$ cat src/rtl/cc_bank_pkg.sv
package cc_bank_pkg;

  localparam int GRP_W     = 8;
  localparam int CTRL_ADDR = 0;
  localparam int STAT_BASE = 2;
  localparam int RES_BASE  = 16;

  function automatic int num_groups(input int n_slots);
    return (n_slots + GRP_W - 1) / GRP_W;
  endfunction

  function automatic logic in_window(input int a, input int base, input int n);
    return (a >= base) && (a < base + n);
  endfunction

  function automatic logic is_last_pos(input int pos, input int last);
    return pos == last;
  endfunction

endpackage

$ cat src/rtl/cc_seq_ctrl.sv
module cc_seq_ctrl #(
  parameter int NUM_SLOTS = 16,
  localparam int POS_W = $clog2(NUM_SLOTS)
) (
  input  logic             clk,
  input  logic             rst_n,
  input  logic             start_i,
  input  logic [POS_W-1:0] len_m1_i,
  input  logic             done_i,
  output logic             set_en_o,
  output logic [POS_W-1:0] set_pos_o
);
  import cc_bank_pkg::*;

  logic             active_q;
  logic [POS_W-1:0] pos_q;
  logic [POS_W-1:0] last_q;
  logic             at_last;

  assign at_last   = is_last_pos(32'(pos_q), 32'(last_q));
  assign set_en_o  = done_i && active_q && !start_i;
  assign set_pos_o = pos_q;

  always_ff @(posedge clk) begin
    if (!rst_n) begin
      active_q <= 1'b0;
      pos_q    <= '0;
      last_q   <= '0;
    end else if (start_i) begin
      active_q <= 1'b1;
      pos_q    <= '0;
      last_q   <= len_m1_i;
    end else if (set_en_o) begin
      if (at_last) active_q <= 1'b0;
      else         pos_q    <= pos_q + 1'b1;
    end
  end

  AST_POS_WITHIN_LEN: assert property (@(posedge clk) disable iff (!rst_n)
    active_q |-> pos_q <= last_q);
  AST_STOP_AFTER_LAST: assert property (@(posedge clk) disable iff (!rst_n)
    (set_en_o && at_last) |=> !active_q);
  AST_START_RESTARTS: assert property (@(posedge clk) disable iff (!rst_n)
    start_i |=> (active_q && pos_q == '0));

endmodule

$ cat src/rtl/cc_flag_ctrl.sv
module cc_flag_ctrl #(
  parameter int NUM_SLOTS = 16,
  localparam int POS_W = $clog2(NUM_SLOTS),
  localparam int NUM_GRP = cc_bank_pkg::num_groups(NUM_SLOTS)
) (
  input  logic                 clk,
  input  logic                 rst_n,
  input  logic                 start_i,
  input  logic                 fast_clr_i,
  input  logic                 set_en_i,
  input  logic [POS_W-1:0]     set_pos_i,
  input  logic [NUM_GRP-1:0]   stat_rd_i,
  input  logic                 res_rd_i,
  input  logic [POS_W-1:0]     res_slot_i,
  output logic [NUM_SLOTS-1:0] flags_o
);
  import cc_bank_pkg::*;

  logic [NUM_SLOTS-1:0] flags_q, arm_q;
  logic [NUM_SLOTS-1:0] set_vec, clr_req, stat_arm;
  logic [NUM_SLOTS-1:0] flags_n, arm_n;

  for (genvar i = 0; i < NUM_SLOTS; i++) begin : g_slot
    assign set_vec[i]  = set_en_i && (set_pos_i == POS_W'(i));
    assign clr_req[i]  = res_rd_i && (res_slot_i == POS_W'(i)) && (fast_clr_i || arm_q[i]);
    assign stat_arm[i] = stat_rd_i[i / GRP_W] && flags_q[i];
  end

  always_comb begin
    if (start_i) begin
      flags_n = '0;
      arm_n   = '0;
    end else begin
      flags_n = (flags_q & ~clr_req) | set_vec;
      arm_n   = (arm_q | stat_arm) & flags_n;
    end
  end

  always_ff @(posedge clk) begin
    if (!rst_n) begin
      flags_q <= '0;
      arm_q   <= '0;
    end else begin
      flags_q <= flags_n;
      arm_q   <= arm_n;
    end
  end

  assign flags_o = flags_q;

  AST_START_CLEARS_ALL: assert property (@(posedge clk) disable iff (!rst_n)
    start_i |=> flags_q == '0);
  AST_ARM_WITHIN_FLAGS: assert property (@(posedge clk) disable iff (!rst_n)
    (arm_q & ~flags_q) == '0);
  AST_RISE_NEEDS_SET: assert property (@(posedge clk) disable iff (!rst_n)
    !start_i |=> (flags_q & ~$past(flags_q) & ~$past(set_vec)) == '0);
  AST_SET_WINS_READ: assert property (@(posedge clk) disable iff (!rst_n)
    ((set_vec & clr_req) != '0 && !start_i) |=>
      (flags_q & $past(set_vec & clr_req)) == $past(set_vec & clr_req));
  AST_SLOW_CLEAR_NEEDS_ARM: assert property (@(posedge clk) disable iff (!rst_n)
    (!start_i && !fast_clr_i) |=> ($past(flags_q) & ~flags_q & ~$past(arm_q)) == '0);

endmodule

$ cat src/rtl/cc_result_bank.sv
module cc_result_bank #(
  parameter int NUM_SLOTS = 16,
  parameter int RES_W = 10,
  localparam int POS_W = $clog2(NUM_SLOTS)
) (
  input  logic             clk,
  input  logic             rst_n,
  input  logic             wr_en_i,
  input  logic [POS_W-1:0] wr_slot_i,
  input  logic [RES_W-1:0] wr_data_i,
  input  logic [POS_W-1:0] rd_slot_i,
  output logic [RES_W-1:0] rd_data_o
);

  logic [RES_W-1:0] res_q [NUM_SLOTS];

  for (genvar i = 0; i < NUM_SLOTS; i++) begin : g_res
    always_ff @(posedge clk) begin
      if (!rst_n)
        res_q[i] <= '0;
      else if (wr_en_i && wr_slot_i == POS_W'(i))
        res_q[i] <= wr_data_i;
    end
  end

  assign rd_data_o = res_q[rd_slot_i];

  AST_WRITE_LANDS: assert property (@(posedge clk) disable iff (!rst_n)
    wr_en_i |=> res_q[$past(wr_slot_i)] == $past(wr_data_i));

endmodule

$ cat src/rtl/cc_flag_bank.sv
module cc_flag_bank #(
  parameter int NUM_SLOTS = 16,
  parameter int RES_W = 10,
  parameter int DATA_W = 16,
  parameter int ADDR_W = 5,
  localparam int POS_W = $clog2(NUM_SLOTS),
  localparam int NUM_GRP = cc_bank_pkg::num_groups(NUM_SLOTS)
) (
  input  logic              clk,
  input  logic              rst_n,
  input  logic              fast_clr_i,
  input  logic              cvt_done_i,
  input  logic [RES_W-1:0]  cvt_data_i,
  input  logic              bus_wr_i,
  input  logic              bus_rd_i,
  input  logic [ADDR_W-1:0] bus_addr_i,
  input  logic [DATA_W-1:0] bus_wdata_i,
  output logic [DATA_W-1:0] bus_rdata_o
);
  import cc_bank_pkg::*;

  logic                       seq_start;
  logic                       set_en;
  logic [POS_W-1:0]           set_pos;
  logic [NUM_GRP-1:0]         stat_hit, stat_rd;
  logic                       res_hit, res_rd;
  logic [ADDR_W-1:0]          res_off;
  logic [POS_W-1:0]           res_slot;
  logic [NUM_SLOTS-1:0]       flags;
  logic [NUM_GRP*GRP_W-1:0]   flags_pad;
  logic [RES_W-1:0]           res_word;
  logic                       unused_wdata_bits;
  logic                       unused_off_bits;

  assign seq_start = bus_wr_i && (bus_addr_i == ADDR_W'(CTRL_ADDR));
  assign res_hit   = in_window(32'(bus_addr_i), RES_BASE, NUM_SLOTS);
  assign res_rd    = bus_rd_i && res_hit;
  assign res_off   = bus_addr_i - ADDR_W'(RES_BASE);
  assign res_slot  = res_off[POS_W-1:0];

  assign unused_wdata_bits = ^bus_wdata_i[DATA_W-1:POS_W];
  assign unused_off_bits   = ^res_off[ADDR_W-1:POS_W];

  for (genvar g = 0; g < NUM_GRP; g++) begin : g_stat
    assign stat_hit[g] = (bus_addr_i == ADDR_W'(STAT_BASE + g));
    assign stat_rd[g]  = bus_rd_i && stat_hit[g];
  end

  cc_seq_ctrl #(.NUM_SLOTS(NUM_SLOTS)) u_seq (
    .clk       (clk),
    .rst_n     (rst_n),
    .start_i   (seq_start),
    .len_m1_i  (bus_wdata_i[POS_W-1:0]),
    .done_i    (cvt_done_i),
    .set_en_o  (set_en),
    .set_pos_o (set_pos)
  );

  cc_flag_ctrl #(.NUM_SLOTS(NUM_SLOTS)) u_flags (
    .clk        (clk),
    .rst_n      (rst_n),
    .start_i    (seq_start),
    .fast_clr_i (fast_clr_i),
    .set_en_i   (set_en),
    .set_pos_i  (set_pos),
    .stat_rd_i  (stat_rd),
    .res_rd_i   (res_rd),
    .res_slot_i (res_slot),
    .flags_o    (flags)
  );

  cc_result_bank #(.NUM_SLOTS(NUM_SLOTS), .RES_W(RES_W)) u_res (
    .clk       (clk),
    .rst_n     (rst_n),
    .wr_en_i   (set_en),
    .wr_slot_i (set_pos),
    .wr_data_i (cvt_data_i),
    .rd_slot_i (res_slot),
    .rd_data_o (res_word)
  );

  assign flags_pad = (NUM_GRP*GRP_W)'(flags);

  always_comb begin
    bus_rdata_o = '0;
    for (int g = 0; g < NUM_GRP; g++) begin
      if (stat_hit[g]) bus_rdata_o = DATA_W'(flags_pad[g*GRP_W +: GRP_W]);
    end
    if (res_hit) bus_rdata_o = DATA_W'(res_word);
  end

  AST_RES_UPPER_ZERO: assert property (@(posedge clk) disable iff (!rst_n)
    (bus_rd_i && res_hit) |-> bus_rdata_o[DATA_W-1:RES_W] == '0);
  AST_START_BEATS_DONE: assert property (@(posedge clk) disable iff (!rst_n)
    (seq_start && cvt_done_i) |=> flags == '0);

endmodule

$ cat config.mk
export PLATFORM = sky130hd
export DESIGN_NAME = cc_flag_bank
export DESIGN_NICKNAME = d
export VERILOG_FILES = /design/src/rtl/cc_bank_pkg.sv /design/src/rtl/cc_seq_ctrl.sv /design/src/rtl/cc_flag_ctrl.sv /design/src/rtl/cc_result_bank.sv /design/src/rtl/cc_flag_bank.sv
export SDC_FILE = /design/constraint.sdc
export NUM_CORES = 1
export LEC_CHECK = 0
export ABC_CLOCK_PERIOD_IN_PS = 3590
export BUFFER_PORTS_ARGS = -buffer_cell sky130_fd_sc_hd__buf_2
export CAP_MARGIN = 20
export CORE_MARGIN = 5
export CORE_UTILIZATION = 40
export DETAILED_ROUTE_END_ITERATION = 12
export MAX_ROUTING_LAYER = met4
export PLACE_DENSITY = 0.65
export SKIP_CTS_REPAIR_TIMING = 1
export SLEW_MARGIN = 20
export SYNTH_ARGS = -nofsm -noshare
export SYNTH_HDL_FRONTEND = slang
export SYNTH_SLANG_ARGS = --single-unit
$ cat constraint.sdc
create_clock -name clk -period 3.59 [get_ports clk]
set_clock_uncertainty 0.2 [all_clocks]
set_input_delay 0.5385 -clock clk [delete_from_list [all_inputs] [get_ports clk]]
set_output_delay 0.5385 -clock clk [all_outputs]
set_load 0.1 [all_outputs]
# Word level (Yosys, flattened, before mapping)
# Memories as Yosys holds them, arrays and structs flattened.
# Cells that the tools add are included.
# word_totals
reg_bits	41
ramBits	160
wordCells	231
memories	1
# classes
n_addsub	2
n_lt_le_gt_ge	1
eq_ne	33
mux	71
bitwise	23
n_reduce_logical	95
# memory_table
memory	words	word_bits	rd	rd_clocked_by_memory_dff	wr	line_no	source
u_res.res_q	16	10	1	0	16	cc_result_bank.sv:15	logic [RES_W-1:0] res_q [NUM_SLOTS];
# ops
op	count
$mux 10	17
$logic_and 1x1->1	70
$eq 4x4->1 const B	16
$mux 1	52
$and 16x16->16	2
$eq 4x3->1 const B	8
$or 16x16->16	2
$eq 4x2->1 const B	4
$logic_or 1x1->1	16
$mux 8	2
$not 16->16	1
$or 1x1->1	16
$eq 5x2->1 const B	2
$eq 4x1->1 const B	2
$logic_not 4->1	2
$ge 5x5->1 const B	1
$logic_not 5->1	1
$add 4x1->4 const B	1
$eq 4x4->1	1
$reduce_and 2->1	2
$reduce_bool 2->1	2
$sub 4x1->4 const B	1
$not 1->1	2
$reduce_or 2->1	1
$logic_not 1->1	1

# Longest topological paths before layout
# depth
ltp_word	9
depth_mapped	7
mapped_depth_nobuf	5

# Cells and area by module
# Synthesis repeated with hierarchy kept, for this count alone.
# hier_totals
hier_cells	700
hier_area_um2	9422.8
# modules_own_cells
mod	n_inst	cells_each	area_per_inst_um2
cc_result_bank	1	463	7320.8
cc_flag_ctrl	1	150	1333.8
cc_seq_ctrl	1	43	450.4
cc_flag_bank	1	44	317.8

# Worst setup path before layout
# Ideal clock, no wire load.
# synth_timing
path_kind	input-to-output
startpoint	in bus_addr_i[0]
endpoint	out bus_rdata_o[0]
arrival_ps	3630
required_ps	2852
setup_slack_ps	-779
stages	7
n_path_buf	3
cell_sequence	clkbuf_1 > buf_2 > buf_2 > mux2i_1 > a22oi_1 > nand2_1 > o21ai_0
# synth_via
elab_chain_cells	4
elab_cells_between_ends	8
classes_between	add/sub: 1; order compare: 1; eq/ne: 2; mux: 3; memory: 1
# synth_lines
item	line_no	source
from (decl)	cc_flag_bank.sv:16	input logic [ADDR_W-1:0] bus_addr_i,
parallel branches: the longest is 3 deep, another holds $mem_v2 16x10	n/a	
$mux 10 (*)	cc_flag_bank.sv:89	if (res_hit) bus_rdata_o = DATA_W'(res_word);
to (decl)	cc_flag_bank.sv:18	output logic [DATA_W-1:0] bus_rdata_o
# Every way passes the cells marked *.

# Worst setup path after layout
# layout_timing
startpoint	in bus_addr_i[3]
endpoint	out bus_rdata_o[4]
# The elaborated chain is that of the path after synthesis.

==> flow_summary.html <==
<table>
<tr><th>Metric</th><th>Value</th></tr>
<tr><th colspan="2">Yosys</th></tr>
<tr><td>Post-synthesis cell type count</td><td>47</td></tr>
<tr><td>Most frequently used flop master after synthesis</td><td>sky130_fd_sc_hd__edfxtp_1</td></tr>
<tr><td>Post-synthesis share of cell area spent on full adders, half adders and majority gates</td><td>less than 1%</td></tr>
<tr><td>Post-synthesis share of cell area spent on xor and xnor gates</td><td>0.368%</td></tr>
<tr><td>Simple logic cell fraction of the synthesized area</td><td>between 10% and 20%</td></tr>
<tr><td>Gate count after technology mapping</td><td>757</td></tr>
<tr><td>Mapped Area</td><td>about 0.0095 mm^2</td></tr>
<tr><td>Complex-gate fraction of the synthesized area</td><td>9.34%</td></tr>
<tr><td>Number of flops mapped to enable cells by yosys</td><td>160</td></tr>
<tr><td>Proportion of synthesized flip-flops having asynchronous set or reset</td><td>0%</td></tr>
<tr><td>Synthesized area divided by synthesized cell count</td><td>around 13 um^2</td></tr>
<tr><td>Multiplexer area fraction after synthesis</td><td>roughly a tenth</td></tr>
<tr><td>Main combinational cell family by area after synthesis</td><td>simple AND/OR/NAND/NOR gates</td></tr>
<tr><td>Register area share after synthesis</td><td>between 50% and 60%</td></tr>
<tr><td>Ys Warns</td><td>0</td></tr>
<tr><td>Flip-flop and latch count after synthesis</td><td>201</td></tr>
<tr><th colspan="2">Clocking</th></tr>
<tr><td>Total number of clock tree sinks</td><td>between 200 and 250</td></tr>
<tr><td>Clk slew on worst S/H paths</td><td>approximately 0.05 ns</td></tr>
<tr><td>Worst-skew pair later-pin latency</td><td>0.49 ns</td></tr>
<tr><td>Root buffer cell</td><td>sky130_fd_sc_hd__clkbuf_16</td></tr>
<tr><td>Max Buffers Root-to-Sink</td><td>3</td></tr>
<tr><td>TritonCTS buffer count</td><td>21</td></tr>
<tr><td>CTS H-tree lvls</td><td>1</td></tr>
<tr><td>Clock tree from TritonCTS</td><td>done</td></tr>
<tr><th colspan="2">Worst setup path</th></tr>
<tr><td>Startpoint type of the worst setup path</td><td>primary input</td></tr>
<tr><td>Required time of the critical path</td><td>~2.9 ns</td></tr>
<tr><td>Worst setup EP type</td><td>output port</td></tr>
<tr><td>Critical path endpoint</td><td>bus_rdata_o[4]</td></tr>
<tr><td>Launch point of the critical path</td><td>bus_addr_i[3]</td></tr>
<tr><td>R2R depth</td><td>4</td></tr>
<tr><td>Worst flop-to-flop path startpoint</td><td>u_seq.active_q$_SDFFE_PN0P_</td></tr>
<tr><td>CP Max Fanout</td><td>23</td></tr>
<tr><td>Data arrival at the endpoint of the critical path</td><td>between 2 and 2.5 ns</td></tr>
<tr><td>Worst reg2reg endpoint</td><td>u_res.res_q[6][6]$_SDFFCE_PN0P_</td></tr>
<tr><td>Slack of the worst reg-to-reg path</td><td>1.10 ns</td></tr>
<tr><td>CP Class</td><td>primary input to output port</td></tr>
<tr><th colspan="2">Floorplan</th></tr>
<tr><td>Starting Density</td><td>about two fifths</td></tr>
<tr><td>Core box area</td><td>~0.023 mm^2</td></tr>
<tr><td>Y dimension of the die</td><td>approximately 160 um</td></tr>
<tr><td>Die X</td><td>164 um</td></tr>
<tr><td>Ports</td><td>53</td></tr>
<tr><td>Standard-cell row count</td><td>between 50 and 60</td></tr>
<tr><td>Area of the die</td><td>around 0.027 mm^2</td></tr>
<tr><th colspan="2">Route</th></tr>
<tr><td>Aggregate routed wire length</td><td>23300 um</td></tr>
<tr><td>Routed length per placed instance</td><td>slightly above 20 um</td></tr>
<tr><td>Per-cell via count in the routed design</td><td>around 5.4</td></tr>
<tr><td>Drt pass-1 iters</td><td>5</td></tr>
<tr><td>Final antenna-violating net count</td><td>0</td></tr>
<tr><td>Count of unresolved DRC violations after routing</td><td>0</td></tr>
<tr><td>DR iter-0 viols</td><td>roughly 510</td></tr>
<tr><td>Via count</td><td>just over 6000</td></tr>
<tr><th colspan="2">Run status</th></tr>
<tr><td>Status</td><td>complete, no violations</td></tr>
<tr><th colspan="2">Placement</th></tr>
<tr><td>Count of input and output buffers</td><td>34</td></tr>
<tr><td>Weighted congestion reported at the end of routability-driven placement</td><td>0.889</td></tr>
<tr><td>Total instance count after detailed placement</td><td>about 1100</td></tr>
<tr><td>DP Worst Slack</td><td>about 0.43 ns</td></tr>
<tr><td>Post-detailed-placement half-perimeter wirelength</td><td>about 15000 um</td></tr>
<tr><th colspan="2">Timing</th></tr>
<tr><td>Min Tclk post-route</td><td>3.21 ns</td></tr>
<tr><td>Setup violators final</td><td>0</td></tr>
<tr><td>Peak clock frequency supported by timing</td><td>~310 MHz</td></tr>
<tr><td>Slew Limit Headroom</td><td>41.2%</td></tr>
<tr><td>RSZ-0062 raised after global routing</td><td>no</td></tr>
<tr><td>Slew at the pin closest to its max-slew limit</td><td>0.879 ns</td></tr>
<tr><td>Count of endpoints failing hold in the final timing report</td><td>0</td></tr>
<tr><td>Part of the cycle the worst path needs</td><td>89.4%</td></tr>
<tr><td>Post-route worst setup slack</td><td>0.381 ns</td></tr>
<tr><td>Number of slew-limit violations in the final report</td><td>0</td></tr>
<tr><th colspan="2">Final layout</th></tr>
<tr><td>Share of final-layout standard cells stronger than drive strength 1</td><td>18.4%</td></tr>
<tr><td>Diodes inserted</td><td>0</td></tr>
<tr><td>Post-route non-filler standard cell count</td><td>about 1100</td></tr>
<tr><td>P&amp;R area growth vs syn</td><td>14.7%</td></tr>
<tr><td>Post-layout net count</td><td>840</td></tr>
<tr><th colspan="2">Global routing</th></tr>
<tr><td>Final global-route overflow total</td><td>0</td></tr>
<tr><td>Antenna violations before repair</td><td>0</td></tr>
<tr><td>Largest net degree at the start of global routing</td><td>34</td></tr>
<tr><td>Global-route wire length before repair</td><td>roughly 36000 um</td></tr>
<tr><td>Global Route Usage Sum</td><td>~18%</td></tr>
<tr><td>Vias in the first global route</td><td>~5800</td></tr>
<tr><th colspan="2">Hold path</th></tr>
<tr><td>Type of the worst min-delay path</td><td>primary input to flip-flop</td></tr>
<tr><td>Min-Delay Path Depth</td><td>2</td></tr>
<tr><th colspan="2">Pwr</th></tr>
<tr><td>Power density over the cells</td><td>around 480 mW/mm^2</td></tr>
<tr><td>Leakage component of the power</td><td>between 3 and 4 nW</td></tr>
<tr><td>Worst VDD drop</td><td>between 0.0004 and 0.0005 V</td></tr>
<tr><th colspan="2">Run</th></tr>
<tr><td>Max Cap Violations</td><td>0</td></tr>
</table>
[Yosys cell counts (3+ instances only)]
master | n | share of area [%]
sky130_fd_sc_hd__nor2_1 | 35 | 1.4
sky130_fd_sc_hd__and2_1 | 163 | 11
sky130_fd_sc_hd__o21a_1 | 13 | 1.0
sky130_fd_sc_hd__mux4_2 | 12 | 2.8
sky130_fd_sc_hd__xor2_1 | 4 | 0.37
sky130_fd_sc_hd__or4_1 | 3 | 0.24
sky130_fd_sc_hd__mux2i_1 | 58 | 6.1
sky130_fd_sc_hd__dfxtp_1 | 41 | 8.6
sky130_fd_sc_hd__ha_1 | 4 | 0.53
sky130_fd_sc_hd__buf_4 | 7 | 0.55
sky130_fd_sc_hd__o22ai_1 | 10 | 0.66
sky130_fd_sc_hd__edfxtp_1 | 160 | 51
sky130_fd_sc_hd__o41ai_1 | 8 | 0.74
sky130_fd_sc_hd__nor2_4 | 12 | 1.4
sky130_fd_sc_hd__a21boi_0 | 4 | 0.32
sky130_fd_sc_hd__nor3_1 | 13 | 0.68
sky130_fd_sc_hd__o21ai_0 | 23 | 1.2
sky130_fd_sc_hd__o211ai_1 | 3 | 0.24
sky130_fd_sc_hd__nand2b_1 | 4 | 0.26
sky130_fd_sc_hd__inv_1 | 3 | 0.12
sky130_fd_sc_hd__clkbuf_1 | 20 | 0.79
sky130_fd_sc_hd__mux2_2 | 8 | 0.95
sky130_fd_sc_hd__nand2_1 | 29 | 1.1
sky130_fd_sc_hd__nand3_1 | 3 | 0.16
sky130_fd_sc_hd__o31ai_1 | 11 | 0.87
sky130_fd_sc_hd__buf_1 | 5 | 0.20
sky130_fd_sc_hd__o21ai_4 | 3 | 0.51
sky130_fd_sc_hd__a22oi_1 | 20 | 1.6
sky130_fd_sc_hd__a21oi_1 | 23 | 1.2
sky130_fd_sc_hd__nor2b_1 | 7 | 0.46
sky130_fd_sc_hd__buf_2 | 17 | 0.89
sky130_fd_sc_hd__a221oi_1 | 8 | 0.74
[metrics by stage]
| stage | area [um^2] | utilization, % | hold slack (ns) | setup TNS, ns | power, mW |
|---|---|---|---|---|---|
| finish | 10900 | 46.5 | 0.0835 | 0 | 5.20 |
| global route | 10900 | 46.5 | 0.0911 | 0 | 5.37 |
| CTS | 10900 | 46.5 | 0.0694 | 0 | 5.24 |
| detailed placement | 10300 | 43.7 | 0.273 | 0 | 3.16 |
| global placement | 10300 | 43.7 | 0.267 | 0 | 3.16 |
| floorplan | 9570 | - | 0.255 | -0.0240 | 2.98 |
[cell usage in the layout, fill, tap and decap left out, types with 3 or more instances in the layout]
master                      synthesis  routed
sky130_fd_sc_hd__buf_12             0       9
sky130_fd_sc_hd__o31ai_1           11      11
sky130_fd_sc_hd__o21ai_2            2       9
sky130_fd_sc_hd__o21ai_0           23      15
sky130_fd_sc_hd__clkinv_1           0       3
sky130_fd_sc_hd__nand2b_1           4       4
sky130_fd_sc_hd__clkinv_2           0       4
sky130_fd_sc_hd__mux2_2             8       8
sky130_fd_sc_hd__a221oi_1           8       8
sky130_fd_sc_hd__nor3_1            13      13
sky130_fd_sc_hd__edfxtp_1         160     160
sky130_fd_sc_hd__nand2_1           29      29
sky130_fd_sc_hd__or4_1              3       3
sky130_fd_sc_hd__clkbuf_16          0      21
sky130_fd_sc_hd__o21ai_4            3       3
sky130_fd_sc_hd__o21a_1            13      13
sky130_fd_sc_hd__nor2_1            35      35
sky130_fd_sc_hd__buf_2             17      25
sky130_fd_sc_hd__mux2i_1           58      58
sky130_fd_sc_hd__o211ai_1           3       3
sky130_fd_sc_hd__conb_1             1       6
sky130_fd_sc_hd__a22oi_1           20      20
sky130_fd_sc_hd__mux4_2            12      12
sky130_fd_sc_hd__o22ai_1           10       8
sky130_fd_sc_hd__inv_1              3       3
sky130_fd_sc_hd__o41ai_1            8       8
sky130_fd_sc_hd__and2_1           163     163
sky130_fd_sc_hd__xor2_1             4       4
sky130_fd_sc_hd__clkbuf_1          20       3
sky130_fd_sc_hd__buf_4              7      31
sky130_fd_sc_hd__nand3_1            3       3
sky130_fd_sc_hd__dfxtp_1           41      41
sky130_fd_sc_hd__a21oi_1           23      23
sky130_fd_sc_hd__ha_1               4       4
sky130_fd_sc_hd__nor2b_1            7       7
sky130_fd_sc_hd__a21boi_0           4       4
sky130_fd_sc_hd__nor2_4            12      12
[critical path, stage by stage]
cell and delay (ns):
sky130_fd_sc_hd__buf_2 0.50, sky130_fd_sc_hd__nor2_1 0.39, sky130_fd_sc_hd__a22oi_1 0.35, sky130_fd_sc_hd__nand2_1 0.17, sky130_fd_sc_hd__o21ai_2 0.28, sky130_fd_sc_hd__buf_12 0.22
[routing by layer]
metal / GRT usage, % / part of all wire [%] / up-vias
met2: 28.1 / 47 / 205
met1: 24.1 / 43 / 2980
met4: 7.43 / 4.2 / 0
li1: - / - / 2846
met3: 1.96 / 5.4 / 49
met5: - / 0 / -
[where the power goes]
part / internal [mW] / switching [mW] / total (mW)
sequential: 2.59 / 0.0224 / 2.61
combinational: 0.152 / 0.348 / 0.500
clock: 1.25 / 0.842 / 2.09
[flip-flops by register name, summed over array words and instances (netlist names)]
| name | count |
|---|---|
| u_flags.arm_q | 16 |
| u_flags.flags_o | 16 |
| u_res.res_q | 160 |
| u_seq.active_q | 1 |
| u_seq.last_q | 4 |
| u_seq.set_pos_o | 4 |
[worst min-delay path by stage]
stage / startpoint / endpoint / slack (ns)
finish: cvt_done_i / u_seq.active_q$_SDFFE_PN0P_ / 0.08
global route: cvt_done_i / u_seq.active_q$_SDFFE_PN0P_ / 0.09
CTS: cvt_done_i / u_seq.active_q$_SDFFE_PN0P_ / 0.07
detailed placement: u_seq.last_q[2]$_SDFFE_PN0P_ / u_seq.last_q[2]$_SDFFE_PN0P_ / 0.27
global placement: u_flags.arm_q[11]$_SDFF_PP0_ / u_flags.arm_q[11]$_SDFF_PP0_ / 0.27
floorplan: u_seq.last_q[0]$_SDFFE_PN0P_ / u_seq.last_q[0]$_SDFFE_PN0P_ / 0.26
[final cells by class]
cell class                 instances  area [um^2]
inverter                           3         11.3
sequential                       201         5630
clock inverter                     9         91.3
multi-input combinational        507         3680
timing repair buffer              65          538
fill                            2103        12600
tap                              319          399
clock buffer                      26          564
[cells by family after synthesis]
family,Yosys count
simple gates,286
flops,201
compound gates,129
mux,78
buf+inv,54
fa+ha+maj,4
xor+xnor,4
other cells,1
No activity file was read; power rests on OpenSTA's default activity.
